File: config.mk
export PLATFORM = sky130hd
export DESIGN_NAME = irqagg_top
export DESIGN_NICKNAME = d
export VERILOG_FILES = /design/src/rtl/irqagg_pkg.sv /design/src/rtl/irqagg_pending.sv /design/src/rtl/irqagg_maskreg.sv /design/src/rtl/irqagg_readmux.sv /design/src/rtl/irqagg_top.sv
export SDC_FILE = /design/constraint.sdc
export NUM_CORES = 1
export LEC_CHECK = 0
export BUFFER_PORTS_ARGS = -buffer_cell sky130_fd_sc_hd__buf_2
export CORE_ASPECT_RATIO = 0.8
export CORE_MARGIN = 3
export CORE_UTILIZATION = 45
export CTS_CLUSTER_SIZE = 30
export DETAILED_ROUTE_END_ITERATION = 12
export PLACE_DENSITY = 0.74
export SYNTH_ARGS = -nofsm -noshare
export SYNTH_HDL_FRONTEND = slang
export SYNTH_SLANG_ARGS = --single-unit
File: constraint.sdc
create_clock -name clk -period 1.1 [get_ports clk]
set_clock_uncertainty 0.1 [all_clocks]
set_input_delay 0.11 -clock clk [delete_from_list [all_inputs] [get_ports clk]]
set_output_delay 0.11 -clock clk [all_outputs]
set_load 0.02 [all_outputs]
File: src/rtl/irqagg_pkg.sv
// Package: shared widths and register-select codes for the interrupt aggregator.
// Assumes a 3-bit byte-bus address space; codes 5..7 are unmapped.
package irqagg_pkg;
    localparam int unsigned LINES  = 8;
    localparam int unsigned ADDR_W = 3;
    localparam int unsigned IDX_W  = 4;

    typedef enum logic [ADDR_W-1:0] {
        SEL_PMASK = 3'd0,
        SEL_PSTAT = 3'd1,
        SEL_PACK  = 3'd2,
        SEL_SMASK = 3'd3,
        SEL_SSTAT = 3'd4
    } reg_sel_e;
endpackage

File: src/rtl/irqagg_pending.sv
// Module: pending-request register.
// Sets bits from the post vector and clears bits from the clear vector or an
// acknowledge index. Clearing wins over setting. Indices at or above WIDTH are
// ignored. Assumes inputs are synchronous to clk.
module irqagg_pending #(
    parameter int unsigned WIDTH = 8,
    parameter int unsigned IDXW  = 4
) (
    input  logic             clk,
    input  logic             rst_n,
    input  logic [WIDTH-1:0] post_vec,
    input  logic [WIDTH-1:0] clr_vec,
    input  logic             ack_we,
    input  logic [IDXW-1:0]  ack_idx,
    output logic [WIDTH-1:0] pend
);
    logic [WIDTH-1:0] ack_vec;
    logic [WIDTH-1:0] clr_all;

    // One-hot decode of the acknowledge index; out-of-range indices select nothing
    for (genvar i = 0; i < WIDTH; i++) begin : g_ack
        assign ack_vec[i] = ack_we && (ack_idx == IDXW'(i));
    end

    // Merge device clears and software acknowledge
    assign clr_all = clr_vec | ack_vec;

    // Pending register update: set, then clear takes precedence
    always_ff @(posedge clk) begin
        if (!rst_n) pend <= '0;
        else        pend <= (pend | post_vec) & ~clr_all;
    end


    post_sets_chk: assert property (@(posedge clk) disable iff (!rst_n)
        $past(rst_n) |-> ((pend & ($past(post_vec) & ~$past(clr_all)))
                          == ($past(post_vec) & ~$past(clr_all))));

    clear_wins_chk: assert property (@(posedge clk) disable iff (!rst_n)
        $past(rst_n) |-> ((pend & $past(clr_vec)) == '0));

    ack_clears_chk: assert property (@(posedge clk) disable iff (!rst_n)
        (ack_we && ack_idx < IDXW'(WIDTH)) |=> (pend[$past(ack_idx)] == 1'b0));

    no_spurious_set_chk: assert property (@(posedge clk) disable iff (!rst_n)
        $past(rst_n) |-> ((pend & ~$past(pend) & ~$past(post_vec)) == '0));
endmodule

File: src/rtl/irqagg_maskreg.sv
// Module: one mask storage byte.
// With INVERT set it keeps the complement of the written data as an enable
// set; otherwise it keeps the data as is. Either way a read returns the last
// written byte. RST_VAL is the stored value after reset.
module irqagg_maskreg #(
    parameter int unsigned WIDTH   = 8,
    parameter bit          INVERT  = 1'b1,
    parameter logic [WIDTH-1:0] RST_VAL = '0
) (
    input  logic             clk,
    input  logic             rst_n,
    input  logic             we,
    input  logic [WIDTH-1:0] wdata,
    output logic [WIDTH-1:0] store,
    output logic [WIDTH-1:0] rd_val
);
    // Storage update, with optional inversion picked by the parameter
    if (INVERT) begin : g_inv
        always_ff @(posedge clk) begin
            if (!rst_n)  store <= RST_VAL;
            else if (we) store <= ~wdata;
        end
        assign rd_val = ~store;
    end else begin : g_plain
        always_ff @(posedge clk) begin
            if (!rst_n)  store <= RST_VAL;
            else if (we) store <= wdata;
        end
        assign rd_val = store;
    end


    readback_chk: assert property (@(posedge clk) disable iff (!rst_n)
        we |=> (rd_val == $past(wdata)));
endmodule

File: src/rtl/irqagg_readmux.sv
// Module: byte-bus read selector. Purely combinational on the address.
// Unmapped codes and the secondary status port return zero.
module irqagg_readmux
    import irqagg_pkg::*;
#(
    parameter int unsigned WIDTH = 8
) (
    input  logic [ADDR_W-1:0] addr,
    input  logic [WIDTH-1:0]  pmask_rd,
    input  logic [WIDTH-1:0]  pend,
    input  logic [WIDTH-1:0]  smask_rd,
    output logic [WIDTH-1:0]  rdata
);
    // Select the read source by register code
    always_comb begin
        case (addr)
            SEL_PMASK: rdata = pmask_rd;
            SEL_PSTAT: rdata = pend;
            SEL_SMASK: rdata = smask_rd;
            default:   rdata = '0;
        endcase
    end
endmodule

File: src/rtl/irqagg_top.sv
// Module: masked interrupt request aggregator top.
// Decodes byte-bus writes, holds pending requests and the primary and
// secondary mask bytes, and drives one level interrupt from pending AND
// enable. Assumes a single-cycle write strobe and synchronous inputs.
module irqagg_top
    import irqagg_pkg::*;
(
    input  logic              clk,
    input  logic              rst_n,
    input  logic              bus_we_i,
    input  logic [ADDR_W-1:0] bus_addr_i,
    input  logic [LINES-1:0]  bus_wdata_i,
    output logic [LINES-1:0]  bus_rdata_o,
    input  logic [LINES-1:0]  post_vec_i,
    input  logic [LINES-1:0]  clr_vec_i,
    output logic              irq_o
);
    logic             wr_pmask, wr_smask, wr_ack;
    logic [LINES-1:0] pend, en_set, pmask_rd, smask_store, smask_rd;

    // Write decode per register code
    assign wr_pmask = bus_we_i && (bus_addr_i == SEL_PMASK);
    assign wr_smask = bus_we_i && (bus_addr_i == SEL_SMASK);
    assign wr_ack   = bus_we_i && (bus_addr_i == SEL_PACK);

    irqagg_pending #(.WIDTH(LINES), .IDXW(IDX_W)) u_pend (
        .clk(clk), .rst_n(rst_n),
        .post_vec(post_vec_i), .clr_vec(clr_vec_i),
        .ack_we(wr_ack), .ack_idx(bus_wdata_i[IDX_W-1:0]),
        .pend(pend)
    );

    irqagg_maskreg #(.WIDTH(LINES), .INVERT(1'b1), .RST_VAL('0)) u_pmask (
        .clk(clk), .rst_n(rst_n), .we(wr_pmask), .wdata(bus_wdata_i),
        .store(en_set), .rd_val(pmask_rd)
    );

    irqagg_maskreg #(.WIDTH(LINES), .INVERT(1'b0), .RST_VAL('1)) u_smask (
        .clk(clk), .rst_n(rst_n), .we(wr_smask), .wdata(bus_wdata_i),
        .store(smask_store), .rd_val(smask_rd)
    );

    irqagg_readmux #(.WIDTH(LINES)) u_rmux (
        .addr(bus_addr_i), .pmask_rd(pmask_rd), .pend(pend),
        .smask_rd(smask_rd), .rdata(bus_rdata_o)
    );

    // Level interrupt from enabled pending requests
    assign irq_o = |(pend & en_set);


    irq_needs_pend_chk: assert property (@(posedge clk) disable iff (!rst_n)
        irq_o |-> (bus_addr_i != SEL_PMASK || bus_rdata_o != '1));

    irq_from_post_chk: assert property (@(posedge clk) disable iff (!rst_n)
        ($past(rst_n) && ((post_vec_i & ~clr_vec_i & en_set) != '0) && !bus_we_i)
        |=> irq_o);

    sstat_zero_chk: assert property (@(posedge clk) disable iff (!rst_n)
        (bus_addr_i == SEL_SSTAT) |-> (bus_rdata_o == '0));
endmodule

# == Word-level counts from Yosys, hierarchy flattened ==
# Cells that the tools add are included.
# totals
reg_bits,24
input_bits,30
out_inout_bits,9
elab_cells,35
# classes
n_eq_ne,10
n_mux,1
bitwise,7
n_reduce_logical,14
# op_table
op,count
inverter 8 bit,3
case mux 8 bit (3 select lines),1
bitwise AND 8 bit,2
== test 4 x 3 -> 1 bit (second input constant),4
bitwise OR 8 bit,2
logical AND 1 bit,11
== test 4 x 2 -> 1 bit (second input constant),2
OR reduction 8 bit,1
== test 3 x 2 -> 1 bit (second input constant),2
== test 4 x 1 -> 1 bit (second input constant),1
zero test 4 bit,1
== test 3 x 1 -> 1 bit (second input constant),1
zero test 3 bit,1

# == Longest topological paths before layout ==
# Gate-level depths: netlist of run 1.
# logic_depth
word_depth,6
mapped_depth,3
depth_no_buf,2

# == Hierarchy ==
# Synthesis of run 1 repeated with hierarchy kept, for this count alone.
# unflattened
hier_cells,136
area_unflattened_um2,1333.8
# modules_own_cells
mod,n_inst,cells_per_inst,area_per_inst_um2,seq_area_each_um2
irqagg_pending,1,31,349.1,160.2
irqagg_maskreg at u_smask,1,34,345.3,160.2
irqagg_maskreg at u_pmask,1,35,326.6,160.2
irqagg_readmux,1,28,239.0,0.0
irqagg_top,1,8,73.8,0.0

# == Worst setup path after synthesis of run 1 ==
# Ideal clock, no wire load.
# synth_timing
kind,input-to-output
from,input port bus_addr_i[0]
to,output port bus_rdata_o[0]
arrival_time_ps,1064
t_required_ps,890
path_slack_ps,-174
path_stages,3
n_path_buf,1
cell_sequence,or2_1 > clkbuf_1 > o32ai_1
# synth_via
elab_chain_len,2
word_cells_on_any_way,4
cone_classes,2 x eq/ne; 1 x mux; 1 x reduce/logical
# synth_lines
element,line_no,rtl
from (decl),irqagg_top.sv:11,"input logic [ADDR_W-1:0] bus_addr_i,"
"== test 3 x 2 -> 1 bit, or another cell as far along",irqagg_readmux.sv:16,case (addr)
case mux 8 bit (3 select lines) (*),irqagg_readmux.sv:16,
to (decl),irqagg_top.sv:13,"output logic [LINES-1:0] bus_rdata_o,"
# Mark *: on every way between the ends. The rest lies on a longest branch, timed or not.

# == Final worst setup path of run 1 ==
# layout_timing
from,register u_pend.pend[7]
to,output port irq_o
# layout_via
elab_chain_len,2
# layout_lines
element,line_no,rtl
from (decl),irqagg_pending.sv:15,output logic [WIDTH-1:0] pend
from (signal assigned),irqagg_pending.sv:31,else pend <= (pend | post_vec) & ~clr_all;
bitwise AND 8 bit,irqagg_top.sv:49,assign irq_o = |(pend & en_set);
OR reduction 8 bit,irqagg_top.sv:49,
to (decl),irqagg_top.sv:16,output logic irq_o
# No other way between the ends.

==> results.cfg, run 1 <==
[detailed_routing]
via_per_inst = 5.59
ant_nets = 0
totalWireLength_mm = 3.88
drt-initial-drc-count = 34
routedWlPerCell_um = 18.1
dr.pass1.iters = 4
route.vias.total = 1197
drc = 0

[yosys]
postSynthAreaPerCell_sq_um = 11.1
netlist-cell-type-count = 27
yosysTopAreaCellShare = 0.365
ys.flop_type = dfxtp_1
yosys_warnings = 0
synthSimpleGateAreaFrac = 0.227
synth_cells = 119
synth_area_sq_um = 1320
synth_nets = 149
async_flop_share = 0
synth_seq_area_share = 0.365
synth_compound_area_frac = 0.163
synth_xor_area_frac = 0
synth_top_family_by_area = simple AND/OR/NAND/NOR gates
synth_adder_area_share = 0
ys_top_cells_by_area = dfxtp_1 36%, mux2i_1 12%, a2111oi_2 8.0%, mux2_4 8.0%, nand2b_1 5.7%
synth-seq-cells = 24
synth.largest_area_cell = dfxtp_1
synth_edf_count = 0
synthMuxAreaShare = 0.210

[placed_design]
hpwl_mm = 2.73
dp.cells = 202
routabilityCongestion = 0.882
post-place-ws_ns = -0.281
io_buffers = 38

[sta]
worst_slack_ns = -0.232
setup-violations-final = 9
report.final.slew_viol_count = 0
hold_viol_final = 0
fin_setup_tns_ns = -1.63
fin_crit_ns = 1.33
max_freq_ghz = 0.751
worstMarginPinSlew_ns = 0.544
rsz0062_at_grt = yes
period_share = 1.21
slew-limit-headroom = 0.632

[power]
seq_power_share = 0.431
swShare = 0.246
finalPower_mw = 2.15
peakVddDrop_mv = 0.914
intPower_mw = 1.62
netSwitchingPower_mw = 0.529
comb_power_share = 0.209
clkPwrFrac = 0.360
p_per_area_nw_per_um2 = 1090
leakage_nw = 0.820

[cells_and_area]
layout.cells.non_filler = 214
antenna_cells = 0
area_growth_pct = 49.2
final_common_cell = buf_2
final_cell_mix = 29 x buf_2, 23 x buf_4, 14 x dfxtp_2, 13 x mux2i_1, 11 x nand2b_1
drive_gt1_frac = 0.612
fin_nets = 209
final_util = 0.750

[clocking]
cts.sink_count = 24
root_buffer = clkbuf_8
cts_tree = yes
h-tree-depth = 1
clock_path_buffers = 2
clock_latency_ns = 0.26
cts_buffers = 3
clkSlewWorstSetupHoldPaths_ns = 0.09

[min_path]
whs_path_depth = 3
hp-class = in2reg
whs_endpoint = u_smask.rd_val[6]
hold_start = bus_wdata_i[6]

[job]
drv_cap = 0

[die]
dieArea_sq_um = 3620
num_rows = 16
core_area_sq_um = 2620
dieWidth_um = 66.5
die_h_um = 54.4
ios = 39
initial_core_util = 0.502

[global_routing]
grt_pass1_wl_mm = 6.17
grt_max_degree = 15
track_usage = 0.235
grt_pass1_vias = 1288
antenna_found_initial = 0
overflow = 0

[setup_path]
cp.arrival_ns = 1.12
reg2reg_to = u_pmask.store[6]
cp.required_ns = 0.89
crit_path_start_kind = flop
r2r_cells = 2
crit_slowest_cell = dfxtp_2
endpoint_kind = primary output
path_class = reg2out
r2r_start = u_pmask.store[6]
cp_slowest_stage_delay_ns = 0.34
critPathMaxFanout = 3
crit_chain = a22oi_2 > nand4_1 > buf_4
reg2reg_slack_ns = 0.11

[status]
status = finished, violations left
violations = negative setup slack
==> stage by stage <==
step                area [sq um]  hold WS (ns)
floorplan                   1320        0.0789
global placement            1640         0.176
detailed placement          1640         0.180
CTS                         1940        0.0214
global route                1970        0.0329
finish                      1970        0.0207
==> layout make-up <==
| class | instances | area, sq um |
|---|---|---|
| fill | 171 | 657 |
| clock buffer | 3 | 41.3 |
| timing repair buffer | 62 | 429 |
| multi-input combinational | 87 | 911 |
| inverter | 1 | 3.75 |
| sequential | 24 | 505 |
| tap | 36 | 45.0 |
| clock inverter | 1 | 30.0 |
==> cells by family (layout without fill, tap and decap cells) <==
group | after synthesis | count (layout)
buffers and inverters | 8 | 67
flip-flops | 24 | 24
multiplexers | 24 | 24
AO/OA/AOI/OAI | 20 | 20
AND/OR/NAND/NOR | 43 | 43
==> what timing repair did <==
item,in CTS,in global routing
hold buffers,8,0
gates resized for setup,40,7
pin swaps,9,2
hold endpoints to repair,8,0
endpoints found under the setup margin,10,9
setup buffers,0,0
==> routing by layer <==
layer | wire length [um] | vias up | GRT usage
met1 | 1580 | 562 | 0.254
met2 | 1990 | 46 | 0.432
met5 | 0 | - | 0
met4 | 65 | 0 | 0.0811
met3 | 248 | 12 | 0.0842
li1 | - | 577 | -
==> critical path, delay by kind of cell, from the launching register on <==
family | cells | cell delay [ns]
buffers and inverters | 1 | 0.18
flip-flops | 1 | 0.34
AO/OA/AOI/OAI | 1 | 0.21
AND/OR/NAND/NOR | 1 | 0.13
==> sequential cells by signal, indices dropped and copies added (netlist names) <==
register and flops:
u_pmask.store 8, u_smask.rd_val 8, u_pend.pend 8
==> how the worst max path moves through the flow <==
stage / startpoint / to / slack, ns
finish: u_pend.pend[7] / irq_o / -0.23
global route: u_pend.pend[7] / irq_o / -0.27
CTS: u_pend.pend[7] / irq_o / -0.22
detailed placement: bus_addr_i[0] / u_pend.pend[0] / -0.28
global placement: bus_addr_i[0] / u_pend.pend[0] / -0.23
floorplan: bus_addr_i[0] / bus_rdata_o[0] / -0.17
==> synthesized netlist by cell type, types with 2 or more instances <==
master,n
nand2b_1,12
clkbuf_1,3
nand2_1,7
nor2_1,8
nor4b_2,2
a2111oi_2,7
mux2i_1,16
and4bb_1,2
or2b_1,3
buf_4,2
nor2b_1,2
o32ai_1,8
mux2_4,7
a22oi_1,4
dfxtp_1,24
==> power groups by stage <==
stage	Clock, mW	Sequential [mW]	Combinational, mW
finish	0.773	0.925	0.448
global route	0.824	0.928	0.475
CTS	0.779	0.926	0.432
detailed placement	0	0.937	0.353
global placement	0	0.936	0.341
floorplan	0	0.929	0.197
Note: power is estimated with default switching activity, not from simulation.
==> inputs of run 2 (changes only) <==
- CORE_UTILIZATION: 45 -> 35
- PLACE_DENSITY: 0.74 -> default
==> run 2 against run 1 <==
Compared with the run above:
- the run still ends with negative setup slack left
- largest cell class unchanged
- routed wire length down 9.3%
- largest power group unchanged
- count of clock-buffer cells in the layout stayed put
- design area shrank 1.0%
- register-to-register slack got worse by 0.03 ns
- clock power down 33%
- highest routed layer unchanged
- hold slack got worse by 0.015 ns
==> results.cfg, run 2 (synthesis results as in run 1) <==
[status]
status = finished, violations left
violations = negative setup slack

[detailed_routing]
dr.pass1.iters = 4
via_per_inst = 5.31
route.vias.total = 1168
drt-initial-drc-count = 46
totalWireLength_mm = 3.52
ant_nets = 0
routedWlPerCell_um = 16.0
drc = 0

[sta]
period_share = 1.21
slew-limit-headroom = 0.670
setup-violations-final = 9
rsz0062_at_grt = yes
report.final.slew_viol_count = 0
fin_crit_ns = 1.33
max_freq_ghz = 0.753
worst_slack_ns = -0.228
worstMarginPinSlew_ns = 0.488
hold_viol_final = 0

[die]
num_rows = 19
dieWidth_um = 74.6
initial_core_util = 0.374
ios = 39
dieArea_sq_um = 4540
core_area_sq_um = 3520
die_h_um = 60.9

[clocking]
clock_latency_ns = 0.26
cts.sink_count = 24
cts_tree = yes
h-tree-depth = 1
root_buffer = clkbuf_8
cts_buffers = 3
clkSlewWorstSetupHoldPaths_ns = 0.08
clock_path_buffers = 2

[global_routing]
grt_pass1_wl_mm = 5.98
overflow = 0
grt_max_degree = 13
track_usage = 0.176
antenna_found_initial = 0
grt_pass1_vias = 1277

[setup_path]
cp.required_ns = 0.89
cp.arrival_ns = 1.12
critPathMaxFanout = 3
crit_path_start_kind = flop
endpoint_kind = primary output
path_class = reg2out
crit_family = flip-flops
cp_slowest_stage_delay_ns = 0.36
path_buf_inv = 1
crit_slowest_cell = dfxtp_4
crit_chain = a22oi_2 > nand4_1 > buf_6

[power]
peakVddDrop_mv = 0.442
p_per_area_nw_per_um2 = 965
finalPower_mw = 1.88
leakage_nw = 0.810

[placed_design]
routabilityCongestion = 0.813
dpl_cell_area_sq_um = 1640
io_buffers = 38
hpwl_mm = 2.79

[job]
drv_cap = 0

[cells_and_area]
fill_cells = 319
final_common_cell = buf_2
seq_area_sq_um = 508
finalInstanceArea_sq_um = 1950
drive_gt1_frac = 0.612
antenna_cells = 0
fin_nets = 210
area_growth_pct = 47.7
multi_input_area_sq_um = 912
final_cell_mix = 29 x buf_2, 24 x buf_4, 14 x mux2i_1, 13 x dfxtp_2, 11 x nand2b_1

[min_path]
hp-class = in2reg
[run 2: changes by cell type in the layout (fill, tap and decap cells not counted)]
cell,change
mux2i_2,-1
a22oi_1,-1
mux2i_1,+1
dfxtp_2,-1
bufinv_16,-1
dfxtp_4,+1
buf_6,+1
buf_4,+1
buf_12,-1
a22oi_2,+1
[run 2: metal layers]
| metal | share of wire | track usage | vias to the layer above |
|---|---|---|---|
| li1 | - | - | 572 |
| met1 | 0.48 | 0.234 | 560 |
| met2 | 0.45 | 0.284 | 32 |
| met3 | 0.057 | 0.0530 | 4 |
| met4 | 0.0085 | 0.0381 | 0 |
| met5 | 0 | 0 | - |
[run 2: cell type report]
cell class / count / area share
inverters: 1 / 0.00193
clock buffers: 3 / 0.0212
flip-flops and latches: 24 / 0.261
multi-input cells: 87 / 0.469
well taps: 42 / 0.0270
repair buffers: 63 / 0.220
[run 2: worst paths after layout]
check	slack [ns]	from	cells past startpoint	end
hold / removal	0.006	bus_wdata_i[6]	3	u_smask.rd_val[6]
hold reg to reg	0.38	u_pmask.store[0]	2	u_pmask.store[0]
setup reg to reg	0.08	u_pend.pend[7]	3	u_pend.pend[7]
setup / recovery	-0.23	u_pmask.store[5]	3	irq_o
[run 2: metrics by stage]
stage,util,setup WS (ns),hold slack [ns],TNS (ns),std cells
3_5_place_dp,0.466,-0.263,0.178,-4.43,208
6_report,0.553,-0.228,0.00613,-1.43,220
2_1_floorplan,-,-0.174,0.0789,-1.39,119
4_1_cts,0.535,-0.221,0.00911,-1.48,220
5_1_grt,0.553,-0.273,0.0151,-1.91,220
3_3_place_gp,0.466,-0.227,0.176,-4.03,208
[run 2: where the power goes]
part	switching, mW	total, mW	internal (mW)
Combinational	0.202	0.434	0.232
Sequential	0.0294	0.924	0.895
Clock	0.273	0.518	0.245
[run 2: what timing repair did]
action                                  in CTS  in global routing
endpoints found under the hold margin        8                  0
resized for setup                           33                 16
endpoints found under the setup margin       9                 13
setup buffers                                1                  0
pin swaps                                   11                  6
hold buffers                                 8                  0
[run 2: tightest hold or removal path, stage by stage]
cell     delay [ns]
buf_2          0.07
nor2b_1        0.04
mux2i_1        0.11
==> inputs of run 3 (changes only) <==
- RECOVER_POWER: default -> 100
- SLEW_MARGIN: default -> 0
==> run 3 against run 2 <==
Compared with the run above:
- the flow still finishes with violations (negative setup slack)
- sequential cell count unchanged
- worst setup slack better by 0.012 ns
- fmax up 0.90%
- sequential power about the same
- global-route usage unchanged
- register-to-register slack about the same
- core utilization down 1.2 points
- largest cell class unchanged
==> results.cfg, run 3 (synthesis results as in run 1) <==
[detailed_routing]
ant_nets = 0
wl_met1_mm = 1.73
drt-initial-drc-count = 36
top_layer = met4
routedWlPerCell_um = 16.1
wl_met2_mm = 1.58
via_per_inst = 5.28
totalWireLength_mm = 3.54
drc = 0
met3_length_um = 197
route.vias.total = 1161
dr.pass1.iters = 4

[sta]
slew-limit-headroom = 0.670
worst_slack_ns = -0.217
setup-violations-final = 10
period_share = 1.20
worstMarginPinSlew_ns = 0.488
hold_viol_final = 0
max_freq_ghz = 0.760
rsz0062_at_grt = yes
fin_crit_ns = 1.32
report.final.slew_viol_count = 0
hold_ws_ns = 0.00646

[setup_path]
cp.arrival_ns = 1.11
reg2reg_to = u_pend.pend[7]
cp.required_ns = 0.89
reg2reg_slack_ns = 0.08
endpoint_kind = primary output
r2r_start = u_pend.pend[7]
critPathMaxFanout = 3
r2r_cells = 3
path_class = reg2out
crit_path_start_kind = flop

[placed_design]
dp.cells = 208
post-place-ws_ns = -0.263
routabilityCongestion = 0.813
io_buffers = 38
hpwl_mm = 2.79

[global_routing]
antenna_found_initial = 0
grt_max_degree = 13
track_usage = 0.176
grt_pass1_vias = 1277
overflow = 0
grt_pass1_wl_mm = 5.98

[power]
seq_power_share = 0.495
leakage_nw = 0.746
p_per_area_nw_per_um2 = 980
clkPwrFrac = 0.277
swShare = 0.269
peakVddDrop_mv = 0.442
netSwitchingPower_mw = 0.502
intPower_mw = 1.36
finalPower_mw = 1.87
comb_power_share = 0.227

[clocking]
clock_latency_ns = 0.26
h-tree-depth = 1
cts.sink_count = 24
root_buffer = clkbuf_8
cts_buffers = 3
clock_path_buffers = 2
clkSlewWorstSetupHoldPaths_ns = 0.08
cts_tree = yes

[status]
status = finished, violations left
violations = negative setup slack

[die]
core_area_sq_um = 3520
dieArea_sq_um = 4540
die_h_um = 60.9
ios = 39
initial_core_util = 0.374
num_rows = 19
dieWidth_um = 74.6

[min_path]
whs_endpoint = u_smask.rd_val[6]
hold_start = bus_wdata_i[6]
whs_path_depth = 3
hp-class = in2reg

[cells_and_area]
drive_gt1_frac = 0.556
final_common_cell = buf_2
multi_input_area_sq_um = 880
fin_nets = 210
seq_area_sq_um = 508
final_cell_mix = 27 x buf_2, 20 x buf_4, 14 x mux2i_1, 13 x dfxtp_2, 11 x nand2b_1
final_util = 0.541
fill_cells = 328
antenna_cells = 0
layout.cells.non_filler = 220
area_growth_pct = 44.4

[job]
drv_cap = 0
run 3: cell type report:
class,count,share of cell area
Multi-Input combinational cell,87,0.462
Sequential cell,24,0.267
Timing Repair Buffer,63,0.220
Tap cell,42,0.0276
Clock buffer,3,0.0217
Inverter,1,0.00197
run 3: worst max-delay path: stages, from the launching register on:
cell and delay (ns):
dfxtp_4 0.36, a22oi_2 0.17, nand4_1 0.14, buf_6 0.16
run 3: power groups by stage:
stage	registers, mW	clock network, mW	logic [mW]
after floorplan	0.929	0	0.197
after global placement	0.938	0	0.340
after detailed placement	0.938	0	0.349
after CTS	0.924	0.530	0.417
after global routing	0.928	0.571	0.460
final	0.924	0.517	0.424
run 3: what timing repair did:
item	in CTS	in global routing
gates resized for setup	33	16
hold buffers	8	0
hold endpoints to repair	8	0
setup endpoints to repair	9	13
pin swaps	11	6
setup buffers	1	0
run 3: metrics by stage:
step / TNS [ns] / instance area, sq um
2_1_floorplan: -1.39 / 1320
3_3_place_gp: -4.03 / 1640
3_5_place_dp: -4.43 / 1640
4_1_cts: -1.48 / 1880
5_1_grt: -2.35 / 1900
6_report: -1.42 / 1900
run 3: worst max path at each step:
stage / to / startpoint / cells past startpoint / slack (ns)
detailed placement: u_pend.pend[0] / bus_addr_i[1] / 4 / -0.26
finish: irq_o / u_pmask.store[5] / 3 / -0.22
global route: irq_o / u_pend.pend[6] / 3 / -0.27
floorplan: bus_rdata_o[0] / bus_addr_i[0] / 3 / -0.17
global placement: bus_rdata_o[4] / bus_addr_i[0] / 4 / -0.23
CTS: irq_o / u_pend.pend[7] / 3 / -0.22
run 3: metal layers:
metal / global-route usage / up-vias
met2: 0.284 / 32
met5: 0 / -
met4: 0.0381 / 0
li1: - / 571
met1: 0.234 / 554
met3: 0.0530 / 4
